$ cat src/rtl/odser_pkg.sv
package odser_pkg;

  typedef enum logic [0:0] {
    SLIP_FROM_PRESET  = 1'b0,
    SLIP_FROM_STARTUP = 1'b1
  } slip_mode_e;

  // Expected forwarded-clock samples over one period: position p is high when p < high_bits
  function automatic logic [31:0] shape_mask(input int ratio, input int high_bits);
    logic [31:0] m;
    m = '0;
    for (int p = 0; p < 32; p++) begin
      if (p < ratio && p < high_bits) m[p] = 1'b1;
    end
    return m;
  endfunction

endpackage

$ cat src/rtl/odser_phase.sv
module odser_phase #(
  parameter int RATIO        = 7,
  parameter int HIGH_BITS    = 4,
  parameter int LOCK_PERIODS = 3,
  localparam int POS_W       = $clog2(RATIO),
  localparam int CNT_W       = $clog2(LOCK_PERIODS + 1)
) (
  input  logic             clk,
  input  logic             rst,
  input  logic             s_clk,
  output logic [POS_W-1:0] cur_pos,
  output logic             word_end,
  output logic             lock_next,
  output logic             frame_lock
);

  localparam logic [POS_W-1:0] LAST   = POS_W'(RATIO - 1);
  localparam logic [RATIO-1:0] SHAPE  = RATIO'(odser_pkg::shape_mask(RATIO, HIGH_BITS));
  localparam logic [CNT_W-1:0] CNT_MX = CNT_W'(LOCK_PERIODS);

  logic             clk_d;
  logic [POS_W-1:0] pos_q;
  logic [RATIO-2:0] shape_q;
  logic [CNT_W-1:0] cnt_q, cnt_next;
  logic             rise, at_last, shape_ok;

  always_comb begin
    rise     = s_clk & ~clk_d;
    at_last  = (pos_q == LAST);
    cur_pos  = (rise || at_last) ? '0 : pos_q + 1'b1;
    word_end = (cur_pos == LAST);
    shape_ok = ({s_clk, shape_q} == SHAPE);
    cnt_next = cnt_q;
    if (rise && !at_last) begin
      cnt_next = '0;
    end else if (word_end) begin
      if (!shape_ok)            cnt_next = '0;
      else if (cnt_q != CNT_MX) cnt_next = cnt_q + 1'b1;
    end
    lock_next = (cnt_next == CNT_MX);
  end

  always_ff @(posedge clk) begin
    if (rst) begin
      clk_d      <= 1'b0;
      pos_q      <= LAST;
      shape_q    <= '0;
      cnt_q      <= '0;
      frame_lock <= 1'b0;
    end else begin
      clk_d      <= s_clk;
      pos_q      <= cur_pos;
      cnt_q      <= cnt_next;
      frame_lock <= lock_next;
      for (int i = 0; i < RATIO - 1; i++) begin
        if (cur_pos == POS_W'(i)) shape_q[i] <= s_clk;
      end
    end
  end

endmodule

$ cat src/rtl/odser_lane.sv
module odser_lane #(
  parameter int RATIO  = 7,
  localparam int POS_W = $clog2(RATIO)
) (
  input  logic             clk,
  input  logic             rst,
  input  logic             d_in,
  input  logic [POS_W-1:0] cur_pos,
  input  logic             word_end,
  input  logic [POS_W-1:0] slip,
  output logic [RATIO-1:0] word
);

  logic             s_bit;
  logic [RATIO-2:0] raw_q;
  logic [RATIO-1:0] full, rot;

  always_comb begin
    full = {s_bit, raw_q};
    for (int i = 0; i < RATIO; i++) begin
      int idx;
      idx = i + int'(slip);
      if (idx >= RATIO) idx = idx - RATIO;
      rot[i] = full[idx];
    end
  end

  always_ff @(posedge clk) begin
    if (rst) begin
      s_bit <= 1'b0;
      raw_q <= '0;
      word  <= '0;
    end else begin
      s_bit <= d_in;
      for (int i = 0; i < RATIO - 1; i++) begin
        if (cur_pos == POS_W'(i)) raw_q[i] <= s_bit;
      end
      if (word_end) word <= rot;
    end
  end

endmodule

$ cat src/rtl/odser_slip.sv
module odser_slip #(
  parameter int RATIO                   = 7,
  parameter int SLIP_PRESET             = 5,
  parameter odser_pkg::slip_mode_e MODE = odser_pkg::SLIP_FROM_PRESET,
  parameter int START_PULSES            = RATIO - 2,
  localparam int POS_W                  = $clog2(RATIO),
  localparam int PW                     = $clog2(START_PULSES + 2)
) (
  input  logic             clk,
  input  logic             rst,
  input  logic             align_rst,
  input  logic             align_req,
  input  logic             pll_lock,
  input  logic             word_end,
  output logic [POS_W-1:0] slip_q,
  output logic             hold_q
);

  localparam logic [POS_W-1:0] PRESET_V = POS_W'(SLIP_PRESET % RATIO);
  localparam logic [POS_W-1:0] LAST     = POS_W'(RATIO - 1);
  localparam logic             SEQ_ON   = (MODE == odser_pkg::SLIP_FROM_STARTUP);

  logic          req_d, lock_d, gap_q;
  logic [PW-1:0] rem_q;
  logic          req_edge, seq_pulse, step;

  always_comb begin
    req_edge  = align_req & ~req_d;
    seq_pulse = SEQ_ON & (rem_q != '0) & ~gap_q;
    step      = req_edge | seq_pulse;
  end

  // Startup pulse train: one step, one idle cycle, repeated START_PULSES times
  always_ff @(posedge clk) begin
    if (rst) begin
      lock_d <= 1'b0;
      rem_q  <= '0;
      gap_q  <= 1'b0;
    end else begin
      lock_d <= pll_lock;
      if (SEQ_ON && pll_lock && !lock_d) begin
        rem_q <= PW'(START_PULSES);
        gap_q <= 1'b0;
      end else if (rem_q != '0) begin
        if (!gap_q) begin
          rem_q <= rem_q - 1'b1;
          gap_q <= 1'b1;
        end else begin
          gap_q <= 1'b0;
        end
      end
    end
  end

  always_ff @(posedge clk) begin
    if (rst) begin
      req_d  <= 1'b0;
      slip_q <= PRESET_V;
      hold_q <= 1'b0;
    end else begin
      req_d <= align_req;
      if (align_rst) begin
        slip_q <= PRESET_V;
        hold_q <= 1'b1;
      end else if (step) begin
        slip_q <= (slip_q == LAST) ? '0 : slip_q + 1'b1;
        hold_q <= 1'b1;
      end else if (word_end) begin
        hold_q <= 1'b0;
      end
    end
  end

endmodule

$ cat src/rtl/odser_rx.sv
module odser_rx #(
  parameter int LANES                   = 4,
  parameter int RATIO                   = 7,
  parameter int HIGH_BITS               = 4,
  parameter int LOCK_PERIODS            = 3,
  parameter int SLIP_PRESET             = 5,
  parameter odser_pkg::slip_mode_e MODE = odser_pkg::SLIP_FROM_PRESET,
  parameter int START_PULSES            = RATIO - 2
) (
  input  logic                   clk,
  input  logic                   rst,
  input  logic                   fwd_clk_in,
  input  logic [LANES-1:0]       lane_in,
  input  logic                   align_rst,
  input  logic                   align_req,
  input  logic                   pll_lock,
  output logic [LANES*RATIO-1:0] word_out,
  output logic                   word_valid,
  output logic                   frame_lock
);

  localparam int POS_W = $clog2(RATIO);

  logic             s_clk;
  logic [POS_W-1:0] cur_pos;
  logic             word_end, lock_next;
  logic [POS_W-1:0] slip_q;
  logic             hold_q;

  always_ff @(posedge clk) begin
    if (rst) s_clk <= 1'b0;
    else     s_clk <= fwd_clk_in;
  end

  odser_phase #(
    .RATIO(RATIO), .HIGH_BITS(HIGH_BITS), .LOCK_PERIODS(LOCK_PERIODS)
  ) u_phase (
    .clk(clk), .rst(rst), .s_clk(s_clk), .cur_pos(cur_pos),
    .word_end(word_end), .lock_next(lock_next), .frame_lock(frame_lock)
  );

  odser_slip #(
    .RATIO(RATIO), .SLIP_PRESET(SLIP_PRESET), .MODE(MODE), .START_PULSES(START_PULSES)
  ) u_slip (
    .clk(clk), .rst(rst), .align_rst(align_rst), .align_req(align_req),
    .pll_lock(pll_lock), .word_end(word_end), .slip_q(slip_q), .hold_q(hold_q)
  );

  for (genvar k = 0; k < LANES; k++) begin : g_lane
    odser_lane #(.RATIO(RATIO)) u_lane (
      .clk(clk), .rst(rst), .d_in(lane_in[k]), .cur_pos(cur_pos),
      .word_end(word_end), .slip(slip_q), .word(word_out[k*RATIO +: RATIO])
    );
  end

  always_ff @(posedge clk) begin
    if (rst) word_valid <= 1'b0;
    else     word_valid <= word_end & lock_next & ~hold_q;
  end

endmodule

$ cat config.mk
export PLATFORM = sky130hd
export DESIGN_NAME = odser_rx
export DESIGN_NICKNAME = d
export VERILOG_FILES = /design/src/rtl/odser_pkg.sv /design/src/rtl/odser_phase.sv /design/src/rtl/odser_lane.sv /design/src/rtl/odser_slip.sv /design/src/rtl/odser_rx.sv
export SDC_FILE = /design/constraint.sdc
export NUM_CORES = 1
export LEC_CHECK = 0
export ABC_CLOCK_PERIOD_IN_PS = 4200
export BUFFER_PORTS_ARGS = -buffer_cell sky130_fd_sc_hd__buf_2
export CAP_MARGIN = 30
export CORE_MARGIN = 2
export CORE_UTILIZATION = 35
export CTS_CLUSTER_DIAMETER = 50
export DETAILED_ROUTE_END_ITERATION = 10
export GPL_TIMING_DRIVEN = 0
export PLACE_DENSITY = 0.52
export SLEW_MARGIN = 40
export SYNTH_ARGS = -nofsm -noshare
export SYNTH_HDL_FRONTEND = slang
export SYNTH_SLANG_ARGS = --single-unit
$ cat constraint.sdc
create_clock -name clk -period 4.2 [get_ports clk]
set_clock_uncertainty 0.2 [all_clocks]
set_input_delay 1.26 -clock clk [delete_from_list [all_inputs] [get_ports clk]]
set_output_delay 1.26 -clock clk [all_outputs]
set_load 0.03 [all_outputs]
# [Word level (Yosys, flattened, before mapping)]
# Index checks and enable logic that the tools add are counted.
[totals] reg_bits=76 latchBits=0 ramBits=0 romBits=0 n_memories=0
[op_classes] n_addsub=16 multipliers=0 div=0 n_lt_le_gt_ge=14 eq_ne=11 shifts=0 n_mux=100 bitwise=7 reduce_logical=6
[ops] operator="$lt 32x5->1 const B" count=7
[ops] operator="$mux 32" count=7
[ops] operator="$ge 32x4->1 const B" count=6
[ops] operator="$sub 32x4->32 const B" count=6
[ops] operator="$bmux 1 s3" count=28
[ops] operator="$mux 1" count=59
[ops] operator="$eq 3x3->1 const B" count=5
[ops] operator="$add 3x3->4 const A" count=3
[ops] operator="$add 2x3->4 const A" count=2
[ops] operator="$mux 2" count=4
[ops] operator="$eq 7x4->1 const B" count=1
[ops] operator="$add 3x1->3 const B" count=2
[ops] operator="$eq 3x2->1 const B" count=2
[ops] operator="$mux 3" count=2
[ops] operator="$add 1x3->4 const A" count=1
[ops] operator="$and 1x1->1" count=4
[ops] operator="$sub 3x3->4 const B" count=1
[ops] operator="$eq 3x1->1 const B" count=1
[ops] operator="$ge 3x3->1 const B" count=1
[ops] operator="$logic_not 3->1" count=1
[ops] operator="$not 1->1" count=3
[ops] operator="$reduce_bool 3->1" count=1
[ops] operator="$add 2x1->2 const B" count=1
[ops] operator="$eq 2x2->1 const B" count=1
[ops] operator="5 further kinds" count=5

# [Longest topological paths before layout]
[depth] depth_word=10 depth_mapped=14

# [Hierarchy]
# From an unflattened synthesis, not the netlist that was laid out.
[hier_totals] hier_cells=798 area_unflattened_um2=6900.4
[modules_own_cells] module="odser_lane (g_lane[0].u_lane ...)" instances=2 cells_per_inst=192 area_each_um2=1570.3 seq_area_each_um2=280.3
[modules_own_cells] module="odser_lane (g_lane[2].u_lane ...)" instances=2 cells_per_inst=161 area_each_um2=1421.4 seq_area_each_um2=280.3
[modules_own_cells] module="odser_phase" instances=1 cells_per_inst=68 area_each_um2=650.6 seq_area_each_um2=260.2
[modules_own_cells] module="odser_slip" instances=1 cells_per_inst=20 area_each_um2=205.2 seq_area_each_um2=100.1
[modules_own_cells] module="odser_rx" instances=1 cells_per_inst=4 area_each_um2=61.3 seq_area_each_um2=40.0

# [Worst setup path after synthesis]
# OpenSTA, ideal clock, no wires.
[synth_path] kind="flip-flop to flip-flop" from="register u_slip.slip_q[1]" to="register g_lane[3].u_lane.word[2]" setup_time_ns=0.116 arrival_time_ns=2.735 t_required_ns=3.884 slack_ns=1.149 stages_incl_launch_ff=12 path_cell_list="dfxtp_1 buf_4 buf_2 inv_1 ha_1 inv_1 fa_1 buf_2 xnor2_2 nor3_1 a211o_1 a41o_1"
[synth_via] elab_chain_cells=6
[synth_rtl] item="start: declaration" line="odser_slip.sv:15" rtl="output logic [POS_W-1:0] slip_q,"
[synth_rtl] item="start signal: assignment" line="odser_slip.sv:66" rtl="slip_q <= (slip_q == LAST) ? '0 : slip_q + 1'b1;"
[synth_rtl] item="$add 2x3->4 *" line="odser_lane.sv:22" rtl="idx = i + int'(slip);"
[synth_rtl] item="$sub 32x4->32 or $ge 32x4->1 (tied branches)" line="odser_lane.sv:23" rtl="if (idx >= RATIO) idx = idx - RATIO;"
[synth_rtl] item="$mux 32 *" line="odser_lane.sv:23"
[synth_rtl] item="$bmux 1 s3 *" line="odser_lane.sv:24" rtl="rot[i] = full[idx];"
[synth_rtl] item="$mux 1 (implied by the code) * (2 in a row)" line="odser_lane.sv:24"
[synth_rtl] item="end signal: assignment" line="odser_lane.sv:38" rtl="if (word_end) word <= rot;"
[synth_rtl] item="end: declaration" line="odser_lane.sv:11" rtl="output logic [RATIO-1:0] word"
# Mark *: on every way between the ends. The rest lies on a longest branch, timed or not. The select of a mux whose other input is x is not followed.
# A chain may end at the register's enable or synchronous reset.

# [Final worst setup path]
[layout_path] from="register u_slip.slip_q[1]" to="register g_lane[1].u_lane.word[5]"
[layout_via] elab_chain_cells=6
[layout_rtl] item="$add 3x3->4 *" line="odser_lane.sv:22"
[layout_rtl] item="$sub 32x4->32 or $ge 32x4->1 (tied branches)" line="odser_lane.sv:23"
[layout_rtl] item="$mux 32 *" line="odser_lane.sv:23"
[layout_rtl] item="$bmux 1 s3 *" line="odser_lane.sv:24"
[layout_rtl] item="$mux 1 (implied by the code) * (2 in a row)" line="odser_lane.sv:24"
[layout_rtl] item="end signal: assignment" line="odser_lane.sv:38"
[layout_rtl] item="end: declaration" line="odser_lane.sv:11"
# Marks and branches as above.

==> impl_metrics.ini <==
[synth]
synth_top_family_by_area = compound AO/OA/AOI/OAI gates
yosys.area_share.simple = 0.192
async_flop_share = 0
synth_edf_count = 0
synth-seq-cells = 76
ys_warn_count = 0
yosysUniqueCellTypes = 80
netlist_area_um2 = 5780
synth_fa_ha_area_frac = 0.0359
synth_compound_area_frac = 0.221
synth.area.top_cells = dfxtp_1, mux2i_1, nor2_1, a21oi_1, ha_1
synthFlopType = dfxtp_1
ys_seq_area_frac = 0.263
synth_fp_nets = 719
syn_inst = 693
avgSynthCellArea_um2 = 8.34
synth_xor_area_frac = 0.0212
yosys-mux-area-fraction = 0.190
synth_largest_area_cell = dfxtp_1
synth_top_area_frac = 0.263

[timing]
timing.fmax_mhz = 269
rsz0062_at_grt = false
tns_ns = 0
tightest_slew_ns = 0.806
period_share = 0.887
finalSetupViolCount = 0
layout_min_cycle_time_ns = 3.72
final-hold-violation-count = 0
relSlewSlack = 0.460
report.final.slew_viol_count = 0

[clock_tree]
cts_setup_buffers = 0
cts_buffers = 9
post_cts_resized = 0
cts_hold_buf = 0
clock_latency_ns = 0.35
tritoncts = done
clock_path_buffers = 2
cts_root_buffer = clkbuf_16
clk_pin_slew_worst_paths_ns = 0.06
clock-sinks = 76
h-tree-depth = 3

[setup_path]
reg2reg_slack_ns = 0.48
reg2reg_from = u_slip.slip_q[1]$_SDFFE_PP0P_
r2r_end = g_lane[1].u_lane.word[5]$_SDFFE_PP0N_
crit_required_ns = 4.20
path_class = flip-flop to flip-flop
crit_path_end_kind = flip-flop
cp.arrival_ns = 3.72
crit_path_start_kind = flip-flop
r2r_cells = 11
crit_path_max_fanout = 10

[drt]
wl_per_cell_um = 22.8
ant_nets = 0
viasPerCell = 5.87
drc = 0
vias = 5645
totalWireLength_um = 21900
drtPass1Iterations = 5
drtIter0Drc = 567

[grt]
grt_pass1_vias = 5293
grt_first_pass_wirelength_um = 33100
grt_overflow_total = 0
antenna_found_initial = 0
grt_usage = 0.251
grt_max_degree = 15

[finish]
syn2layout_area_growth_pct = 13.2
drive_gt1_frac = 0.161
antenna_cells = 0
final_cell_mix = mux2i_1, nor2_1, dfxtp_1, buf_2, a21oi_1
final_common_cell = mux2i_1
fin_nets = 767
finish.utilization = 0.409

[place]
gp_congestion = 0.945
dp_hpwl_um = 16600
port_buffers = 37

[die]
die_w_um = 133
core_um2 = 16000
dieArea_um2 = 17600
row_count = 46
ios = 40
die-height_um = 133
start_util = 0.361

[pwr]
leakagePower_nw = 2.55
p_clk_frac = 0.367
fin_total_pwr_mw = 2.18
netSwitchingPower_mw = 0.743
p_per_area_nw_per_um2 = 333
internal-power_mw = 1.44
p_seq_frac = 0.355
swShare = 0.341
p_comb_frac = 0.278
ir_drop_v = 0.000184

[hold_path]
min_to = g_lane[1].u_lane.word[2]$_SDFFE_PP0N_
hold_path.class = flip-flop to flip-flop
min_from = g_lane[1].u_lane.word[2]$_SDFFE_PP0N_
min_path_cells = 2

[status]
status = completed

[run]
cap_violations = 0
## routing by layer
| layer | up-vias | track usage | part of all wire |
|---|---|---|---|
| met3 | 37 | 0.0429 | 0.067 |
| met4 | 0 | 0.103 | 0.031 |
| li1 | 2629 | - | - |
| met1 | 2723 | 0.348 | 0.47 |
| met2 | 256 | 0.384 | 0.44 |
| met5 | - | 0 | 0 |
## registers in the layout, summed over array words and instances, names as in the netlist
name / cells
s_clk: 1
u_slip.req_d: 1
g_lane.u_lane.word: 28
word_valid: 1
u_phase.clk_d: 1
u_phase.frame_lock: 1
g_lane.u_lane.raw_q: 24
g_lane.u_lane.s_bit: 4
u_phase.pos_q: 3
u_slip.hold_q: 1
u_phase.cnt_q: 2
u_phase.shape_q: 6
u_slip.slip_q: 3
## worst max-delay path by stage
stage / slack [ns] / start / cells past startpoint / end
2_1_floorplan: 1.15 / u_slip.slip_q[1]$_SDFFE_PP0P_ / 11 / g_lane[3].u_lane.word[2]$_SDFFE_PP0N_
3_3_place_gp: 0.53 / u_slip.slip_q[0]$_SDFFE_PP1P_ / 10 / g_lane[1].u_lane.word[5]$_SDFFE_PP0N_
3_5_place_dp: 0.58 / u_slip.slip_q[0]$_SDFFE_PP1P_ / 10 / g_lane[1].u_lane.word[5]$_SDFFE_PP0N_
4_1_cts: 0.55 / u_slip.slip_q[1]$_SDFFE_PP0P_ / 11 / g_lane[1].u_lane.word[5]$_SDFFE_PP0N_
5_1_grt: 0.39 / u_slip.slip_q[1]$_SDFFE_PP0P_ / 11 / g_lane[0].u_lane.word[2]$_SDFFE_PP0N_
6_report: 0.48 / u_slip.slip_q[1]$_SDFFE_PP0P_ / 11 / g_lane[1].u_lane.word[5]$_SDFFE_PP0N_
## kinds of logic (layout without fill, tap and decap cells)
group                    after synthesis  after routing
adder cells (fa/ha/maj)               16             16
buffers and inverters                 87            140
AO/OA/AOI/OAI                        184            184
flip-flops                            76             76
AND/OR/NAND/NOR                      222            222
XOR/XNOR                               8              8
multiplexers                         100            100
## power by group through the flow
stage,clock [mW],combinational [mW],sequential (mW)
floorplan,0,0.411,0.795
global placement,0,0.585,0.790
detailed placement,0,0.591,0.790
CTS,0.817,0.594,0.774
global route,0.848,0.650,0.777
finish,0.801,0.605,0.775
## cell usage after synthesis (3+ instances only)
library cell and number:
a211o_1 4, a221o_1 5, o221ai_1 6, a32oi_1 6, nand4_1 3, a211oi_1 7, mux2i_1 87, dfxtp_1 76
a21oi_1 46, nor3_1 12, xor2_1 3, inv_1 12, nand2_1 44, o21ai_1 8, o22ai_1 3, clkbuf_1 42
o21ai_0 35, a22o_1 5, nor2b_1 16, buf_4 7, and2b_1 3, mux2_2 6, a221oi_1 15, a32o_1 5
nand3_1 25, buf_6 7, and2_1 5, buf_2 13, mux4_2 6, ha_1 15, nand2b_1 7, a31oi_1 7
o211ai_1 8, and3_1 6, nor2_1 78, nor3_2 3
## critical path: stages (launching register included)
cell and delay (ns):
dfxtp_1 0.46, buf_4 0.27, buf_2 0.30, inv_1 0.19, ha_1 0.44, buf_6 0.24, buf_6 0.21, mux2i_1 0.49
nor3_1 0.08, a211o_1 0.29, o22ai_1 0.27, a211oi_1 0.12
## per-stage QoR
stage / hold slack [ns] / setup WS (ns) / std cells / instance area, um2
after floorplan: 0.201 / 1.15 / 693 / 5780
after global placement: 0.245 / 0.528 / 946 / 6240
after detailed placement: 0.249 / 0.582 / 946 / 6240
after CTS: 0.257 / 0.552 / 962 / 6550
after global routing: 0.275 / 0.390 / 962 / 6550
final: 0.254 / 0.476 / 962 / 6550
## layout make-up
cell class / count / area (um2)
timing repair buffer: 37 / 185
fill: 1675 / 9450
sequential: 76 / 1520
multi-input combinational: 530 / 3810
clock buffer: 10 / 239
clock inverter: 6 / 71.3
buffer: 74 / 402
inverter: 13 / 48.8
tap: 216 / 270
(Power assumes the default switching activity.)
